$ cat src/rtl/fsg_pkg.sv
package fsg_pkg;
  typedef enum logic [1:0] {
    CFA_RED   = 2'd0,
    CFA_GREEN = 2'd1,
    CFA_BLUE  = 2'd2
  } cfa_e;

  // Typical full-size register settings (858x525 frame, 640x480 window).
  localparam int unsigned DFLT_FRAME_W = 857;
  localparam int unsigned DFLT_FRAME_H = 524;
  localparam int unsigned DFLT_WIN_X1  = 110;
  localparam int unsigned DFLT_WIN_X2  = 749;
  localparam int unsigned DFLT_WIN_Y1  = 12;
  localparam int unsigned DFLT_WIN_Y2  = 491;
endpackage

$ cat src/rtl/fsg_raster_cnt.sv
module fsg_raster_cnt #(
  parameter int COL_W = 11,
  parameter int ROW_W = 10
) (
  input  logic             clk,
  input  logic             rst_n,
  input  logic             pix_en,
  input  logic             half_rate,
  input  logic [COL_W-1:0] frame_w,
  input  logic [ROW_W-1:0] frame_h,
  input  logic [COL_W-1:0] win_x1,
  input  logic [COL_W-1:0] win_x2,
  input  logic [ROW_W-1:0] win_y1,
  input  logic [ROW_W-1:0] win_y2,
  input  logic [ROW_W-1:0] vs_start,
  input  logic [ROW_W-1:0] vs_stop,
  output logic [COL_W-1:0] col,
  output logic [ROW_W-1:0] row,
  output logic             phase,
  output logic             wrap,
  output logic [COL_W-1:0] sh_fw,
  output logic [ROW_W-1:0] sh_fh,
  output logic [COL_W-1:0] sh_x1,
  output logic [COL_W-1:0] sh_x2,
  output logic [ROW_W-1:0] sh_y1,
  output logic [ROW_W-1:0] sh_y2,
  output logic [ROW_W-1:0] sh_vs0,
  output logic [ROW_W-1:0] sh_vs1
);
  logic step;
  logic col_last;
  logic row_last;

  assign step     = pix_en & (~half_rate | phase);
  assign col_last = (col == sh_fw);
  assign row_last = (row == sh_fh);
  assign wrap     = step & col_last & row_last;

  always_ff @(posedge clk) begin
    if (!rst_n) begin
      col    <= '0;
      row    <= '0;
      phase  <= 1'b0;
      sh_fw  <= frame_w;
      sh_fh  <= frame_h;
      sh_x1  <= win_x1;
      sh_x2  <= win_x2;
      sh_y1  <= win_y1;
      sh_y2  <= win_y2;
      sh_vs0 <= vs_start;
      sh_vs1 <= vs_stop;
    end else begin
      if (pix_en && half_rate) phase <= ~phase;
      if (step) begin
        if (col_last) begin
          col <= '0;
          row <= row_last ? '0 : row + ROW_W'(1);
        end else begin
          col <= col + COL_W'(1);
        end
      end
      // Shadow capture only at the frame boundary to avoid tearing.
      if (wrap) begin
        sh_fw  <= frame_w;
        sh_fh  <= frame_h;
        sh_x1  <= win_x1;
        sh_x2  <= win_x2;
        sh_y1  <= win_y1;
        sh_y2  <= win_y2;
        sh_vs0 <= vs_start;
        sh_vs1 <= vs_stop;
      end
    end
  end
endmodule

$ cat src/rtl/fsg_decode.sv
module fsg_decode
  import fsg_pkg::*;
#(
  parameter int COL_W = 11,
  parameter int ROW_W = 10
) (
  input  logic [COL_W-1:0] col,
  input  logic [ROW_W-1:0] row,
  input  logic [COL_W-1:0] x1,
  input  logic [COL_W-1:0] x2,
  input  logic [ROW_W-1:0] y1,
  input  logic [ROW_W-1:0] y2,
  input  logic [ROW_W-1:0] vs0,
  input  logic [ROW_W-1:0] vs1,
  input  logic             half_width,
  input  logic             hs_vgate,
  input  logic             cfa_swap,
  output logic             hs_act,
  output logic             vs_act,
  output logic             vref_act,
  output logic             win_act,
  output logic [1:0]       cfa
);
  logic             x_in;
  logic             y_in;
  logic             hx;
  logic [COL_W:0]   span;
  logic [COL_W:0]   half_span;
  logic [COL_W-1:0] xoff;
  logic [ROW_W-1:0] yoff;
  logic             odd_row;
  cfa_e             site;

  always_comb begin
    x_in      = (col >= x1) && (col <= x2);
    y_in      = (row >= y1) && (row <= y2);
    span      = {1'b0, x2} - {1'b0, x1} + (COL_W+1)'(1);
    half_span = span >> 1;
    xoff      = col - x1;
    yoff      = row - y1;
    hx        = half_width ? ((col >= x1) && ({1'b0, xoff} < half_span)) : x_in;
    hs_act    = hx & (~hs_vgate | y_in);
    vs_act    = (row >= vs0) && (row < vs1);
    vref_act  = y_in;
    win_act   = x_in & y_in;
    odd_row   = yoff[0] ^ cfa_swap;
    if (odd_row) site = xoff[0] ? CFA_BLUE  : CFA_GREEN;
    else         site = xoff[0] ? CFA_GREEN : CFA_RED;
    cfa = site;
  end
endmodule

$ cat src/rtl/fsg_out_stage.sv
module fsg_out_stage #(
  parameter int DATA_W = 8
) (
  input  logic              clk,
  input  logic              rst_n,
  input  logic              hs_act,
  input  logic              vs_act,
  input  logic              vref_act,
  input  logic              win_act,
  input  logic [1:0]        cfa,
  input  logic              phase,
  input  logic              half_rate,
  input  logic              hs_pol,
  input  logic              vs_pol,
  input  logic              pclk_pol,
  input  logic [DATA_W-1:0] pix_data,
  input  logic [DATA_W-1:0] blank_val,
  output logic              hsync_o,
  output logic              vsync_o,
  output logic              vref_o,
  output logic              pclk_o,
  output logic [1:0]        cfa_o,
  output logic [DATA_W-1:0] data_o
);
  always_ff @(posedge clk) begin
    if (!rst_n) begin
      hsync_o <= hs_pol;
      vsync_o <= vs_pol;
      vref_o  <= 1'b0;
      pclk_o  <= pclk_pol;
      cfa_o   <= 2'd0;
      data_o  <= '0;
    end else begin
      hsync_o <= hs_act ^ hs_pol;
      vsync_o <= vs_act ^ vs_pol;
      vref_o  <= vref_act;
      pclk_o  <= half_rate ? (phase ^ pclk_pol) : pclk_pol;
      cfa_o   <= cfa;
      data_o  <= win_act ? pix_data : blank_val;
    end
  end
endmodule

$ cat src/rtl/fsg_sync_gen.sv
module fsg_sync_gen #(
  parameter int COL_W  = 11,
  parameter int ROW_W  = 10,
  parameter int DATA_W = 8
) (
  input  logic              clk,
  input  logic              rst_n,
  input  logic              pix_en,
  input  logic [DATA_W-1:0] pix_data,
  input  logic [COL_W-1:0]  frame_w,
  input  logic [ROW_W-1:0]  frame_h,
  input  logic [COL_W-1:0]  win_x1,
  input  logic [COL_W-1:0]  win_x2,
  input  logic [ROW_W-1:0]  win_y1,
  input  logic [ROW_W-1:0]  win_y2,
  input  logic [ROW_W-1:0]  vs_start,
  input  logic [ROW_W-1:0]  vs_stop,
  input  logic              hs_vgate,
  input  logic              half_width,
  input  logic              half_rate,
  input  logic              cfa_swap,
  input  logic              hs_pol,
  input  logic              vs_pol,
  input  logic              pclk_pol,
  input  logic [DATA_W-1:0] blank_val,
  output logic              hsync_o,
  output logic              vsync_o,
  output logic              vref_o,
  output logic              pclk_o,
  output logic [1:0]        cfa_o,
  output logic [DATA_W-1:0] data_o
);
  logic [COL_W-1:0] cnt_col;
  logic [ROW_W-1:0] cnt_row;
  logic             cnt_phase;
  logic             cnt_wrap;
  logic [COL_W-1:0] sh_fw, sh_x1, sh_x2;
  logic [ROW_W-1:0] sh_fh, sh_y1, sh_y2, sh_vs0, sh_vs1;
  logic             hs_act, vs_act, vref_act, win_act;
  logic [1:0]       cfa_site;

  fsg_raster_cnt #(.COL_W(COL_W), .ROW_W(ROW_W)) u_cnt (
    .clk(clk), .rst_n(rst_n), .pix_en(pix_en), .half_rate(half_rate),
    .frame_w(frame_w), .frame_h(frame_h),
    .win_x1(win_x1), .win_x2(win_x2), .win_y1(win_y1), .win_y2(win_y2),
    .vs_start(vs_start), .vs_stop(vs_stop),
    .col(cnt_col), .row(cnt_row), .phase(cnt_phase), .wrap(cnt_wrap),
    .sh_fw(sh_fw), .sh_fh(sh_fh), .sh_x1(sh_x1), .sh_x2(sh_x2),
    .sh_y1(sh_y1), .sh_y2(sh_y2), .sh_vs0(sh_vs0), .sh_vs1(sh_vs1)
  );

  fsg_decode #(.COL_W(COL_W), .ROW_W(ROW_W)) u_dec (
    .col(cnt_col), .row(cnt_row),
    .x1(sh_x1), .x2(sh_x2), .y1(sh_y1), .y2(sh_y2),
    .vs0(sh_vs0), .vs1(sh_vs1),
    .half_width(half_width), .hs_vgate(hs_vgate), .cfa_swap(cfa_swap),
    .hs_act(hs_act), .vs_act(vs_act), .vref_act(vref_act),
    .win_act(win_act), .cfa(cfa_site)
  );

  fsg_out_stage #(.DATA_W(DATA_W)) u_out (
    .clk(clk), .rst_n(rst_n),
    .hs_act(hs_act), .vs_act(vs_act), .vref_act(vref_act), .win_act(win_act),
    .cfa(cfa_site), .phase(cnt_phase), .half_rate(half_rate),
    .hs_pol(hs_pol), .vs_pol(vs_pol), .pclk_pol(pclk_pol),
    .pix_data(pix_data), .blank_val(blank_val),
    .hsync_o(hsync_o), .vsync_o(vsync_o), .vref_o(vref_o),
    .pclk_o(pclk_o), .cfa_o(cfa_o), .data_o(data_o)
  );
endmodule

$ cat config.mk
export PLATFORM = sky130hd
export DESIGN_NAME = fsg_sync_gen
export DESIGN_NICKNAME = d
export VERILOG_FILES = /design/src/rtl/fsg_pkg.sv /design/src/rtl/fsg_raster_cnt.sv /design/src/rtl/fsg_decode.sv /design/src/rtl/fsg_out_stage.sv /design/src/rtl/fsg_sync_gen.sv
export SDC_FILE = /design/constraint.sdc
export NUM_CORES = 1
export LEC_CHECK = 0
export BUFFER_PORTS_ARGS = -buffer_cell sky130_fd_sc_hd__buf_2
export CAP_MARGIN = 40
export CORE_AREA = 2 2 114 116
export CTS_CLUSTER_DIAMETER = 30
export DETAILED_ROUTE_END_ITERATION = 16
export DIE_AREA = 0 0 116 118
export PLACE_DENSITY = 0.77
export SYNTH_ARGS = -nofsm -noshare
export SYNTH_HDL_FRONTEND = slang
export SYNTH_SLANG_ARGS = --single-unit
$ cat constraint.sdc
create_clock -name clk -period 11.1 [get_ports clk]
set_input_delay 0.555 -clock clk [delete_from_list [all_inputs] [get_ports clk]]
set_output_delay 0.555 -clock clk [all_outputs]
set_load 0.02 [all_outputs]
==> impl_metrics.json <==
{
  "run_status": "finished, final reports clean",
  "grt-ovfl-total": 0,
  "port_buffers": 122,
  "cts_setup_buffers": 0,
  "power.density_mw_per_mm2": 149,
  "crit_required_ns": 11.40,
  "dp_slack_ns": 6.76,
  "fin_crit_sh_pct": 39.9,
  "yosys_warnings": 0,
  "r2r_slack_ns": 6.67,
  "cpMostUsedCell": "ha_1",
  "p_switching_uw": 302,
  "synth-seq-cells": 119,
  "grt_pass1_vias": 5042,
  "syn_area_per_cell_um2": 11.3,
  "fin_hold_ws_ns": 0.313,
  "crit_slowest_cell": "o41ai_1",
  "critical_path.max_stage_delay_ns": 0.50,
  "cp-end-kind": "flop",
  "report.final.slew_viol_count": 0,
  "clkPwrFrac_pct": 41.2,
  "hold_violations": 0,
  "reg2reg_depth": 19,
  "clockBufferDepth": 2,
  "r2r-end": "u_out.hsync_o",
  "finalSetupViolations": 0,
  "final_common_cell": "buf_2",
  "async_reset_ff_share_pct": 0,
  "worstSetupStartpointType": "flop",
  "syn_inst": 591,
  "dr.pass1.iters": 5,
  "crit_family": "compound AO/OA/AOI/OAI gates",
  "syn_nets": 795,
  "yosysSeqAreaShare_pct": 48.1,
  "cp-startpoint": "u_cnt.sh_x2[1]",
  "place_congestion": 0.876,
  "final_core_util_pct": 65.0,
  "crit_arrival_ns": 4.73,
  "crit_end": "u_out.hsync_o",
  "path_cells": "inv_1, ha_1, inv_1, ha_1, fa_1, a21o_1, a21oi_1, nor2b_1, o21a_1, o41ai_1, nand3_1, o311ai_0, ha_1, nand3_1, o22ai_1, or3b_2, o22ai_1, o2111ai_1, xnor2_1",
  "post_cts_resized": 0,
  "crit_fanout": 3,
  "worst_pin_slew_ns": 0.821,
  "grt_pass1_wl_um": 23300,
  "cts_buffers": 17,
  "cts_tree": "yes",
  "seqPwrFrac_pct": 43.1,
  "die_area_mm2": 0.0137,
  "dr.first_iter.drc_count": 272,
  "wl_per_cell_um": 15.6,
  "max_freq_mhz": 226,
  "cts_root_buf": "clkbuf_16",
  "die_w_um": 116,
  "rsz0062_at_grt": "no",
  "nets": 933,
  "grt_use_total_pct": 22.2,
  "synthFlopType": "edfxtp_1",
  "cts.reportedPaths.clkPinSlew_ns": 0.06,
  "whs_path_depth": 1,
  "layout_common_cells": "buf_2 (122), ha_1 (93), edfxtp_1 (83), inv_1 (73), nor2_1 (39)",
  "combPwrFrac_pct": 15.8,
  "ant_nets": 0,
  "antenna_found_initial": 0,
  "worst_clock_skew_ns": 0.00754,
  "core_mm2": 0.0124,
  "relSlewSlack_pct": 44.8,
  "crit_buf_inv": 2,
  "row_count": 41,
  "drc": 0,
  "final.setup.worst_slack_ns": 6.67,
  "rr_startpoint": "u_cnt.sh_x2[1]",
  "hpwl_um": 10900,
  "worstSkewPairLatency_ns": 0.41,
  "synth_edf_count": 83,
  "dpl_cell_area_mm2": 0.00754,
  "clock-sinks": 119,
  "worstSetupPathType": "flop to flop",
  "swShare_pct": 25.0,
  "internal-power_uw": 903,
  "ir_drop_v": 0.000122,
  "synth_cell_types": 56,
  "netlist_area_mm2": 0.00668,
  "start_util_pct": 53.8,
  "fin_crit_ns": 4.43,
  "die_h_um": 118,
  "antenna_cells": 0,
  "vias": 4845,
  "leakagePower_uw": 0.00378,
  "cp_num_cells": 19,
  "drt-total-wl_um": 14300,
  "setup_tns_ns": 0,
  "ios": 123,
  "postLayoutCellArea_mm2": 0.00807,
  "cap_violations": 0,
  "drive_gt1_share_pct": 21.7,
  "areaGrowthSynthToFinish_pct": 20.8,
  "cts_hold_buf": 0,
  "drt-vias-per-instance": 5.30,
  "grt_max_degree": 55,
  "cts.htree.levels": 4,
  "hold_path_class": "input pin to flop"
}
[how the worst min path moves through the flow]
stage	end	from	slack, ns
4_1_cts	u_cnt.sh_fh[1]	frame_h[1]	0.30
3_3_place_gp	u_out.pclk_o	u_cnt.phase	0.49
2_1_floorplan	u_out.pclk_o	u_cnt.phase	0.48
3_5_place_dp	u_out.pclk_o	u_cnt.phase	0.52
5_1_grt	u_cnt.sh_fh[6]	frame_h[6]	0.29
6_report	u_cnt.sh_fh[6]	frame_h[6]	0.31
[power by group through the flow]
| stage | registers, uW | logic, uW | clock network, uW |
|---|---|---|---|
| 6_report | 518 | 190 | 496 |
| 5_1_grt | 521 | 214 | 524 |
| 4_1_cts | 518 | 190 | 504 |
| 3_5_place_dp | 527 | 187 | 0 |
| 3_3_place_gp | 527 | 177 | 0 |
| 2_1_floorplan | 530 | 124 | 0 |
[metrics by stage]
stage | instances | total power (uW)
3_5_place_dp | 882 | 714
2_1_floorplan | 591 | 655
5_1_grt | 914 | 1260
6_report | 914 | 1200
3_3_place_gp | 881 | 703
4_1_cts | 914 | 1210
[logic make-up after synthesis]
| kind of cell | Yosys count | synth area share [%] |
|---|---|---|
| mux | 10 | 1.52 |
| simple gates | 136 | 10.6 |
| xor+xnor | 60 | 7.86 |
| buf+inv | 79 | 4.44 |
| compound gates | 92 | 9.53 |
| fa+ha+maj | 95 | 18.0 |
| flops | 119 | 48.1 |
[sequential cells by signal, summed over array words and instances, names as in the netlist, 10 cells and up]
register,flops
u_cnt.sh_vs0,10
u_cnt.sh_x2,11
u_cnt.sh_x1,11
u_cnt.row,10
u_cnt.sh_fh,10
u_cnt.sh_y1,10
u_cnt.sh_fw,11
u_cnt.sh_vs1,10
u_cnt.col,11
u_cnt.sh_y2,10
[per-layer routing]
metal	global-route usage [%]	part of all wire [%]	vias up
met3	5.46	4.7	24
met1	25.6	41	2284
met5	0	0	-
met2	39.5	53	152
li1	-	-	2385
met4	7.59	1.6	0
[cells in the mapped netlist (all sizes together), types with 2 or more instances]
master   instances  share of area [%]
nand2           23                1.3
nor2b           14                1.3
nand4           14                1.3
nor2            39                2.2
o21a             5               0.56
a21boi           3               0.34
a21oi           27                2.0
and4             4               0.54
and3             5               0.47
dfxtp           36                 11
nand2b           4               0.37
o21bai           2               0.22
nand3           11               0.82
a221o            3               0.45
a2111oi          2               0.26
nand3b           2               0.22
and2             4               0.37
xor2            26                3.4
a21o            17                1.9
fa               2               0.60
a211oi           5               0.75
o22ai            2               0.19
nor3             2               0.15
o2111ai          2               0.26
mux2i            9                1.3
ha              93                 17
edfxtp          83                 37
or3              5               0.47
xnor2           34                4.5
inv             74                4.2
nor4             5               0.56
o21ai           12               0.90
clkbuf           4               0.22
[final cells by class]
type | instances | area [um^2]
inverter | 74 | 278
multi-input combinational | 393 | 3180
tap | 172 | 215
fill | 975 | 4340
clock buffer | 21 | 450
clock inverter | 11 | 85.1
timing repair buffer | 124 | 646
sequential | 119 | 3210
No activity file was read; power rests on OpenSTA's default activity.
